File: src/rtl/rtc_pkg.sv
package rtc_pkg;
  localparam int DATA_W     = 8;
  localparam int SEL_W      = 4;
  localparam int NIB_W      = 4;
  localparam int FLAG_W     = DATA_W - SEL_W;
  localparam int NUM_DIGITS = 13;
  localparam logic [SEL_W-1:0] LAST_DIGIT = SEL_W'(NUM_DIGITS - 1);
  // flag positions within the stored flag nibble
  localparam int FLAG_HOLD = 2;
  localparam int FLAG_LOAD = 1;
  localparam int FLAG_READ = 0;

  typedef enum logic [SEL_W-1:0] {
    DG_SEC_U = 4'd0,  DG_SEC_T = 4'd1,  DG_MIN_U = 4'd2,  DG_MIN_T = 4'd3,
    DG_HR_U  = 4'd4,  DG_HR_T  = 4'd5,  DG_WDAY  = 4'd6,  DG_DAY_U = 4'd7,
    DG_DAY_T = 4'd8,  DG_MON_U = 4'd9,  DG_MON_T = 4'd10, DG_YR_U  = 4'd11,
    DG_YR_T  = 4'd12
  } digit_e;

  typedef struct packed {
    logic [7:0]       sec;
    logic [7:0]       min;
    logic [7:0]       hour;
    logic [NIB_W-1:0] wday;
    logic [7:0]       mday;
    logic [7:0]       mon;
    logic [7:0]       year;
  } cal_t;

  // One BCD step; any value at or above top returns bottom.
  function automatic logic [7:0] bcd_step(input logic [7:0] v,
                                          input logic [7:0] top,
                                          input logic [7:0] bottom);
    logic [7:0] r;
    if (v >= top)             r = bottom;
    else if (v[3:0] >= 4'd9)  r = {v[7:4] + 4'd1, 4'd0};
    else                      r = {v[7:4], v[3:0] + 4'd1};
    return r;
  endfunction

  function automatic logic [7:0] month_last(input logic [7:0] mon);
    logic [7:0] r;
    case (mon)
      8'h02:                      r = 8'h28;
      8'h04, 8'h06, 8'h09, 8'h11: r = 8'h30;
      default:                    r = 8'h31;
    endcase
    return r;
  endfunction
endpackage

File: src/rtl/rtc_cmd_reg.sv
module rtc_cmd_reg
  import rtc_pkg::*;
(
  input  logic              clk,
  input  logic              rst_n,
  input  logic              cmd_we,
  input  logic [DATA_W-1:0] cmd_wdata,
  output logic [SEL_W-1:0]  sel_o,
  output logic [FLAG_W-1:0] flags_o
);
  logic [SEL_W-1:0]  sel_q,   sel_d;
  logic [FLAG_W-1:0] flags_q, flags_d;

  always_comb begin
    sel_d   = sel_q;
    flags_d = flags_q;
    if (cmd_we) begin
      sel_d   = cmd_wdata[SEL_W-1:0];
      flags_d = cmd_wdata[DATA_W-1:SEL_W];
    end
  end

  always_ff @(posedge clk or negedge rst_n) begin
    if (!rst_n) begin
      sel_q   <= '0;
      flags_q <= '0;
    end else begin
      sel_q   <= sel_d;
      flags_q <= flags_d;
    end
  end

  assign sel_o   = sel_q;
  assign flags_o = flags_q;
endmodule

File: src/rtl/rtc_tick_gate.sv
module rtc_tick_gate (
  input  logic clk,
  input  logic rst_n,
  input  logic tick,
  input  logic hold,
  input  logic load_busy,
  output logic adv_o,
  output logic pend_o
);
  logic pend_q, pend_d, adv;

  always_comb begin
    adv    = (tick | pend_q) & ~hold & ~load_busy;
    pend_d = (tick | pend_q) & ~adv;
  end

  always_ff @(posedge clk or negedge rst_n) begin
    if (!rst_n) pend_q <= 1'b0;
    else        pend_q <= pend_d;
  end

  assign adv_o  = adv;
  assign pend_o = pend_q;
endmodule

File: src/rtl/rtc_calendar.sv
module rtc_calendar
  import rtc_pkg::*;
(
  input  logic             clk,
  input  logic             rst_n,
  input  logic             adv,
  input  logic             load_en,
  input  logic [SEL_W-1:0] load_sel,
  input  logic [NIB_W-1:0] load_nib,
  output cal_t             cal_o
);
  cal_t cal_q, cal_d;
  logic sec_wrap, min_wrap, hr_wrap, day_wrap, mon_wrap;

  always_comb begin
    cal_d    = cal_q;
    sec_wrap = cal_q.sec  >= 8'h59;
    min_wrap = cal_q.min  >= 8'h59;
    hr_wrap  = cal_q.hour >= 8'h23;
    day_wrap = cal_q.mday >= month_last(cal_q.mon);
    mon_wrap = cal_q.mon  >= 8'h12;
    if (load_en) begin
      case (digit_e'(load_sel))
        DG_SEC_U: cal_d.sec[3:0]  = load_nib;
        DG_SEC_T: cal_d.sec[7:4]  = load_nib;
        DG_MIN_U: cal_d.min[3:0]  = load_nib;
        DG_MIN_T: cal_d.min[7:4]  = load_nib;
        DG_HR_U:  cal_d.hour[3:0] = load_nib;
        DG_HR_T:  cal_d.hour[7:4] = {2'b00, load_nib[1:0]};
        DG_WDAY:  cal_d.wday      = load_nib;
        DG_DAY_U: cal_d.mday[3:0] = load_nib;
        DG_DAY_T: cal_d.mday[7:4] = load_nib;
        DG_MON_U: cal_d.mon[3:0]  = load_nib;
        DG_MON_T: cal_d.mon[7:4]  = load_nib;
        DG_YR_U:  cal_d.year[3:0] = load_nib;
        DG_YR_T:  cal_d.year[7:4] = load_nib;
        default:  ;
      endcase
    end else if (adv) begin
      cal_d.sec = bcd_step(cal_q.sec, 8'h59, 8'h00);
      if (sec_wrap) begin
        cal_d.min = bcd_step(cal_q.min, 8'h59, 8'h00);
        if (min_wrap) begin
          cal_d.hour = bcd_step(cal_q.hour, 8'h23, 8'h00);
          if (hr_wrap) begin
            cal_d.wday = (cal_q.wday >= NIB_W'(6)) ? '0 : cal_q.wday + NIB_W'(1);
            cal_d.mday = bcd_step(cal_q.mday, month_last(cal_q.mon), 8'h01);
            if (day_wrap) begin
              cal_d.mon = bcd_step(cal_q.mon, 8'h12, 8'h01);
              if (mon_wrap) cal_d.year = bcd_step(cal_q.year, 8'h99, 8'h00);
            end
          end
        end
      end
    end
  end

  always_ff @(posedge clk or negedge rst_n) begin
    if (!rst_n) begin
      cal_q.sec  <= 8'h00;
      cal_q.min  <= 8'h00;
      cal_q.hour <= 8'h00;
      cal_q.wday <= '0;
      cal_q.mday <= 8'h01;
      cal_q.mon  <= 8'h01;
      cal_q.year <= 8'h00;
    end else begin
      cal_q <= cal_d;
    end
  end

  assign cal_o = cal_q;
endmodule

File: src/rtl/rtc_digit_mux.sv
module rtc_digit_mux
  import rtc_pkg::*;
(
  input  cal_t              cal,
  input  logic [SEL_W-1:0]  sel,
  output logic [DATA_W-1:0] digit_o
);
  logic [NIB_W-1:0] nib;

  always_comb begin
    case (digit_e'(sel))
      DG_SEC_U: nib = cal.sec[3:0];
      DG_SEC_T: nib = cal.sec[7:4];
      DG_MIN_U: nib = cal.min[3:0];
      DG_MIN_T: nib = cal.min[7:4];
      DG_HR_U:  nib = cal.hour[3:0];
      DG_HR_T:  nib = {2'b10, cal.hour[5:4]};
      DG_WDAY:  nib = cal.wday;
      DG_DAY_U: nib = cal.mday[3:0];
      DG_DAY_T: nib = cal.mday[7:4];
      DG_MON_U: nib = cal.mon[3:0];
      DG_MON_T: nib = cal.mon[7:4];
      DG_YR_U:  nib = cal.year[3:0];
      DG_YR_T:  nib = cal.year[7:4];
      default:  nib = '0;
    endcase
    digit_o = {{(DATA_W-NIB_W){1'b0}}, nib};
  end
endmodule

File: src/rtl/rtc_nibble_clock.sv
module rtc_nibble_clock
  import rtc_pkg::*;
(
  input  logic              clk,
  input  logic              rst_n,
  input  logic              tick_1s,
  input  logic              bus_wr,
  input  logic              bus_addr,
  input  logic [DATA_W-1:0] bus_wdata,
  output logic [DATA_W-1:0] bus_rdata
);
  logic              rst_meta_q, rst_int_n;
  logic [SEL_W-1:0]  sel_q;
  logic [FLAG_W-1:0] flags_q;
  logic              hold_q, loadflag_q, load_en, adv, pend_q;
  cal_t              cal_q;
  logic [DATA_W-1:0] digit;

  // asynchronous assertion, synchronous release
  always_ff @(posedge clk or negedge rst_n) begin
    if (!rst_n) begin
      rst_meta_q <= 1'b0;
      rst_int_n  <= 1'b0;
    end else begin
      rst_meta_q <= 1'b1;
      rst_int_n  <= rst_meta_q;
    end
  end

  rtc_cmd_reg u_cmd (
    .clk(clk), .rst_n(rst_int_n),
    .cmd_we(bus_wr & ~bus_addr), .cmd_wdata(bus_wdata),
    .sel_o(sel_q), .flags_o(flags_q)
  );

  assign hold_q     = flags_q[FLAG_HOLD];
  assign loadflag_q = flags_q[FLAG_LOAD];
  assign load_en    = bus_wr & bus_addr & loadflag_q & (sel_q <= LAST_DIGIT);

  rtc_tick_gate u_gate (
    .clk(clk), .rst_n(rst_int_n),
    .tick(tick_1s), .hold(hold_q), .load_busy(load_en),
    .adv_o(adv), .pend_o(pend_q)
  );

  rtc_calendar u_cal (
    .clk(clk), .rst_n(rst_int_n),
    .adv(adv), .load_en(load_en), .load_sel(sel_q),
    .load_nib(bus_wdata[NIB_W-1:0]), .cal_o(cal_q)
  );

  rtc_digit_mux u_mux (.cal(cal_q), .sel(sel_q), .digit_o(digit));

  assign bus_rdata = bus_addr ? digit : {DATA_W{1'b1}};
endmodule

File: config.mk
export PLATFORM = sky130hd
export DESIGN_NAME = rtc_nibble_clock
export DESIGN_NICKNAME = d
export VERILOG_FILES = /design/src/rtl/rtc_pkg.sv /design/src/rtl/rtc_cmd_reg.sv /design/src/rtl/rtc_tick_gate.sv /design/src/rtl/rtc_calendar.sv /design/src/rtl/rtc_digit_mux.sv /design/src/rtl/rtc_nibble_clock.sv
export SDC_FILE = /design/constraint.sdc
export NUM_CORES = 1
export LEC_CHECK = 0
export ABC_AREA = 1
export BUFFER_PORTS_ARGS = -buffer_cell sky130_fd_sc_hd__buf_2
export CAP_MARGIN = 20
export CELL_PAD_IN_SITES_DETAIL_PLACEMENT = 1
export CELL_PAD_IN_SITES_GLOBAL_PLACEMENT = 2
export CORE_MARGIN = 2
export CORE_UTILIZATION = 37
export DETAILED_ROUTE_END_ITERATION = 6
export GPL_ROUTABILITY_DRIVEN = 0
export PLACE_DENSITY = 0.93
export SYNTH_ARGS = -nofsm -noshare
export SYNTH_HDL_FRONTEND = slang
export SYNTH_SLANG_ARGS = --single-unit
File: constraint.sdc
create_clock -name clk -period 2.3 [get_ports clk]
set_clock_uncertainty 0.05 [all_clocks]
set_input_delay 0.115 -clock clk [delete_from_list [all_inputs] [get_ports clk]]
set_output_delay 0.115 -clock clk [all_outputs]
set_load 0.05 [all_outputs]
* After elaboration in Yosys (flattened, before gate mapping) *
Cells that the tools add are included.

word-level totals
  flip-flop bits (word level) = 62
  bits of input ports = 13
  output and inout bits = 8
  logic and storage cells = 156

operators by class
  add/sub/neg operators = 13
  $lt $le $gt $ge = 15
  equality and inequality tests = 30
  multiplexer cells = 41
  bitwise gates (word level) = 12
  reduce and logical (&&, ||, !) cells = 27

operator list
  cell                                                                                 number
  8-bit 2-to-1 mux                                                                     19
  52-bit 2-to-1 mux                                                                    2
  4-bit 2-to-1 mux                                                                     14
  4-bit by 1-bit adder with 4-bit output, second input constant                        13
  4-bit one-hot mux with 13 select lines                                               1
  44-bit 2-to-1 mux                                                                    1
  36-bit 2-to-1 mux                                                                    1
  28-bit 2-to-1 mux                                                                    1
  2-bit by 1-bit != test with 1-bit output, second input constant                      13
  4-bit greater-or-equal comparator, second input constant                             6
  4-bit == test, second input constant                                                 5
  3-bit nonzero test                                                                   6
  4-bit by 3-bit == test with 1-bit output, second input constant                      4
  8-bit by 3-bit == test with 1-bit output, second input constant                      2
  8-bit by 7-bit greater-or-equal comparator with 1-bit output, second input constant  2
  16-bit 2-to-1 mux                                                                    1
  5-bit AND reduction                                                                  3
  7-bit AND reduction                                                                  2
  6-bit AND reduction                                                                  2
  2-bit nonzero test                                                                   6
  5-bit one-hot mux with 2 select lines                                                1
  4-bit by 2-bit == test with 1-bit output, second input constant                      2
  8-bit by 2-bit == test with 1-bit output, second input constant                      1
  8-bit by 4-bit == test with 1-bit output, second input constant                      1
  18 further kinds                                                                     29

* Depth between registers and ports, before layout *
  word-level depth = 15
  mapped depth = 18
  mapped depth without buffers = 18

* Cells and area by module *
Synthesis repeated with hierarchy kept, for this count alone.

unflattened totals
  cells, all modules = 748
  area total of the unflattened synthesis = 4999.8 µm²

by module, submodules not included
  module            times used  cells an instance  area each (µm²)  seq. area each (µm²)
  rtc_calendar      1           542                3890.0           1303.8
  rtc_digit_mux     1           137                593.1            0.0
  rtc_cmd_reg       1           34                 305.3            200.2
  rtc_nibble_clock  1           27                 160.2            50.0
  rtc_tick_gate     1           8                  51.3             25.0

* Worst setup path after synthesis *
No wires, ideal clock.

  kind = register to register
  start = register u_cal.cal_o[8] (netlist name)
  end = register u_cal.cal_o[18] (netlist name)
  library setup time = 0.065 ns
  arrival time = 2.439 ns
  required time = 2.185 ns
  slack = -0.254 ns
  stages on the path, launching flop included = 17
  path buffers = 0
  clock period less this slack = 2.554 ns
  cell sequence = dfstp_2 > inv_1 > ha_1 > o21ai_0 > o21ai_0 > a32o_1 > nor2_1 > ha_1 > nor2_1 > nand2_1 > nand2_1 > nand2_1 > nand2_1 > nand3_2 > o21ai_0 > nand2_1 > nand2_1

on the way
  longest elaborated chain between the ends = 15
  elaborated cells between the ends (all ways) = 19
  classes of those cells = order compare: 1; eq/ne: 5; mux: 12; reduce/logical: 1

RTL lines
  item                                                              RTL line            RTL
  8-bit by 3-bit == test with 1-bit output (tied with other cells)  rtc_pkg.sv:43       case (mon)
  4-bit OR reduction                                                rtc_pkg.sv:43
  5-bit one-hot mux with 2 select lines *                           rtc_pkg.sv:43
  8-bit 2-to-1 mux *                                                rtc_calendar.sv:45  if (hr_wrap) begin
  8-bit 2-to-1 mux *                                                rtc_calendar.sv:43  if (min_wrap) begin
  8-bit 2-to-1 mux *                                                rtc_calendar.sv:41  if (sec_wrap) begin
  8-bit 2-to-1 mux *                                                rtc_calendar.sv:39  end else if (adv) begin
  8-bit 2-to-1 mux *                                                rtc_calendar.sv:22  if (load_en) begin
  8-bit greater-or-equal comparator *                               rtc_pkg.sv:35       if (v >= top) r = bottom;
  8-bit 2-to-1 mux *                                                rtc_pkg.sv:35
  28-bit 2-to-1 mux *                                               rtc_calendar.sv:45
  36-bit 2-to-1 mux *                                               rtc_calendar.sv:43
  44-bit 2-to-1 mux *                                               rtc_calendar.sv:41
  52-bit 2-to-1 mux *                                               rtc_calendar.sv:39
  52-bit 2-to-1 mux *                                               rtc_calendar.sv:22

Every way passes the cells marked *; elsewhere a longest branch is shown, timed or not. The select of a mux whose other input is x is not followed.
A chain may end at the register's enable or synchronous reset.

* Worst setup path after layout *
  start = register u_cal.cal_o[8] (netlist name)
  end = register u_cal.cal_o[1] (netlist name)

on the way
  longest elaborated chain between the ends = 6
  elaborated cells between the ends (all ways) = 12
  classes of those cells = order compare: 2; eq/ne: 5; mux: 1; reduce/logical: 4

RTL lines
  item                                                              RTL line            RTL
  8-bit by 3-bit == test with 1-bit output (tied with other cells)  rtc_pkg.sv:43
  4-bit OR reduction                                                rtc_pkg.sv:43
  5-bit one-hot mux with 2 select lines                             rtc_pkg.sv:43
  8-bit by 6-bit greater-or-equal comparator with 1-bit output      rtc_calendar.sv:20  day_wrap = cal_q.mday >= month_last(cal_q.mon);
  2-bit nonzero test (no source line)                               -
  7-bit AND reduction (no source line) *                            -

Every way passes the cells marked *; elsewhere a longest branch is shown, timed or not.

==> out/qor.csv <==
metric;value;unit
status;complete, but fails checks;
violations;setup timing;
slew_violations;0;
slew_headroom;66.26;%
synth_edf_count;0;
antenna_cells;0;
cts_buffers;9;
cap_violations;0;
cp_max_fo;6;
cts_root_buf;clkbuf_16;
fin_crit_sh;113.0;%
fin_cells;906;
grt.total_usage;24.40;%
initial_utilization;38.09;%
fin_crit;2.600;ns
syn_area;4826;um2
tritoncts;yes;
grt_pass1_wl;26630;um
dr_wl_met3;701;um
worstReg2RegStart;u_cal.cal_o[8]$_DFFE_PN1P_;
slowest_delay;0.57;ns
clk_pin_slew;0.06;ns
async_flop_share;100.0;%
yosysUniqueCellTypes;44;
wl_per_cell;17.78;um
die_y;118.2;um
crit_arrival;2.79;ns
endpoint_kind;register;
synthToLayoutAreaGrowth;20.72;%
cts-htree-levels;3;
route.met2.wl;8175;um
hp-class;input pin to asynchronous set/reset pin;
ioPinCount;21;
clk_latency;0.35;ns
cp_common_cell;nand2_1;
dr.max_layer_used;met4;
antenna_found_initial;0;
worstMarginPinSlew;0.5062;ns
grt-ovfl-total;0;
dr_total_vias;4679;
fin_nets;779;
die_w;118.2;um
required;2.49;ns
path_class;register to register;
drc_errors;0;
netlist_instances;665;
syn-num-nets;715;
drive_above_1_share;20.84;%
synth_seq_cells;61;
finalWorstSetupSlack;-0.2999;ns
p_leak;2.967;nW
ir_worst_vdd;0.0006267;V
cp_slowest_cell;dfstp_2;
avgSynthCellArea;7.257;um2
stdcell_area;5826;um2
dpl.hpwl;12290;um
portBuffers;18;
dr.pass1.iters;4;
placed_area;5329;um2
grt_max_degree;41;
critPathTopFamily;simple AND/OR/NAND/NOR gates;
fmax;384.6;MHz
tns;-5.063;ns
clockBufferDepth;2;
crit_path_cell_trace;inv_4 > ha_2 > o21ai_2 > o21ai_1 > a32o_2 > nor2_2 > ha_1 > nor2_1 > nand2_1 > nand2_1 > nand2_2 > nand2_4 > a21oi_4 > buf_6 > buf_4 > nand3_2 > nand2_1;
coreArea;12670;um2
ant_nets;0;
setup_violations;24;
drtIter0Drc;224;
ys_seq_area_share;31.68;%
cp-start-kind;register;
rsz0062_at_grt;yes;
drt_wl_total;16110;um
n_fill_cell;1645;
power_density;797.7;nW/um2
vias_per_cell;5.164;
die_area;13970;um2
wl_met1;6831;um
synth_warnings;0;
rows;41;
grt_pass1_vias;5147;
crit_buf_inv;3;
cts_num_sinks;61;
finalHoldViolCount;0;
place_inst;877;
synth-main-ff-cell;dfrtp_1;
startpoint;u_cal.cal_o[8]$_DFFE_PN1P_;
==> layer usage <==
layer	vias up	GRT usage, %
li1	2256	-
met1	2315	29.50
met2	79	43.10
met3	29	4.923
met4	0	8.133
met5	-	0
==> flip-flops by register name, indices dropped and copies added (netlist names) <==
signal and count:
u_cal.cal_o 52, rst_int_n 1, u_cmd.sel_o 4, u_gate.pend_o 1, u_cmd.flags_o 2, rst_meta_q 1
==> path summary, 6_finish.rpt <==
kind	endpoint	cells after the start	slack, ns
setup / recovery	u_cal.cal_o[1]$_DFFE_PN0P_	17	-0.30
hold reg to reg	u_cal.cal_o[19]$_DFFE_PN0P_	0	0.19
max in group asynchronous	u_cal.cal_o[37]$_DFFE_PN0P_	1	1.41
setup reg to reg	u_cal.cal_o[1]$_DFFE_PN0P_	17	-0.30
hold / removal	rst_meta_q$_DFF_PN0_	2	0.02
min in group clk	u_cmd.sel_o[3]$_DFFE_PN0P_	3	0.06
==> cell type report <==
class / instances / area, um2 / share of cell area (%)
inverters: 99 / 375.4 / 6.443
flip-flops and latches: 61 / 1530 / 26.27
repair buffers: 58 / 419.2 / 7.195
multi-input cells: 500 / 3013 / 51.72
well taps: 172 / 215.2 / 3.694
clock inverters: 1 / 5.005 / 0.08591
clock buffers: 15 / 267.8 / 4.596
==> power breakdown <==
group          leakage [nW]  internal, mW  switching (mW)
combinational          2.03         0.618            1.17
clock                 0.134         0.788           0.512
sequential            0.801          1.28           0.274
==> per-stage QoR <==
| step | total power, mW | setup WS, ns | util [%] | hold WS [ns] |
|---|---|---|---|---|
| CTS | 4.644 | -0.2370 | 45.08 | 0.01530 |
| finish | 4.647 | -0.2999 | 45.98 | 0.02399 |
| global route | 4.991 | -0.4254 | 45.98 | 0.04397 |
| detailed placement | 3.301 | -0.3307 | 42.06 | -0.1478 |
| floorplan | 2.776 | -0.02993 | - | -0.2306 |
| global placement | 3.190 | -0.1658 | 42.06 | -0.1497 |
==> worst register-to-register path, cell delays in order (launching register included) <==
cell     delay (ns)
dfstp_2        0.57
inv_4          0.06
ha_2           0.18
o21ai_2        0.11
o21ai_1        0.08
a32o_2         0.24
nor2_2         0.09
ha_1           0.23
nor2_1         0.09
nand2_1        0.06
nand2_1        0.08
nand2_2        0.07
nand2_4        0.12
a21oi_4        0.08
buf_6          0.15
buf_4          0.14
nand3_2        0.07
nand2_1        0.05
==> cell families after synthesis <==
family                     count (synthesis)  synth area share (%)
AOI/OAI and AO/OA                         99                 12.32
xor gates and xnor gates                  15                 2.722
adders and majority gates                 37                 9.593
buffers and inverters                    104                 8.841
DFF                                       61                 31.68
muxes                                      2                0.4667
other                                      1               0.07771
and+or+nand+nor                          346                 34.30
==> repair_timing <==
| item | in CTS | in global routing |
|---|---|---|
| hold endpoints to repair | 5 | 0 |
| endpoints found under the setup margin | 26 | 28 |
| hold buffers | 4 | 0 |
| buffers inserted | 5 | 4 |
| pin swaps | 10 | 6 |
| resized for setup | 10 | 23 |
==> cell usage after synthesis (3+ instances only) <==
cell       count  area share (%)
nor2_2         5            0.65
nand3_4        5             1.8
a21oi_1       23             2.4
nand3_2        4            0.83
xnor2_1        5            0.91
o21ai_2        3            0.54
nor3_1         4            0.41
o2111ai_1      4            0.73
o22ai_1        4            0.52
nand3_1       45             4.7
ha_1          37             9.6
nand2_4        3            0.70
o21ai_0       42             4.4
inv_1         89             6.9
nand2_2        8             1.0
buf_4          3            0.47
nand4_1        6            0.78
xor2_1        10             1.8
dfrtp_1       59              31
inv_2          9            0.70
nor2_4        10             2.3
nand2_1      185              14
nor2_1        66             5.1
o21ai_1        9            0.93
==> placed cells by master (no fill, tap or decap), types with 3 or more instances in the layout <==
cell	n
o21ai_0	35
nor3_1	4
dlygate4sd3_1	4
buf_4	34
a21oi_1	23
clkbuf_16	9
nor2_4	12
nand2_2	14
nor2_2	7
o22ai_1	4
buf_2	17
xnor2_1	5
inv_2	10
nand3_4	8
nand4_1	6
nand2_1	176
nand3_1	44
dfrtp_1	58
nor2_1	62
o21ai_2	9
ha_1	34
inv_1	87
o21ai_1	10
a21oi_4	3
xor2_1	10
o2111ai_1	4
clkbuf_1	4
nand2_4	5
Note: power is estimated with default switching activity, not from simulation.
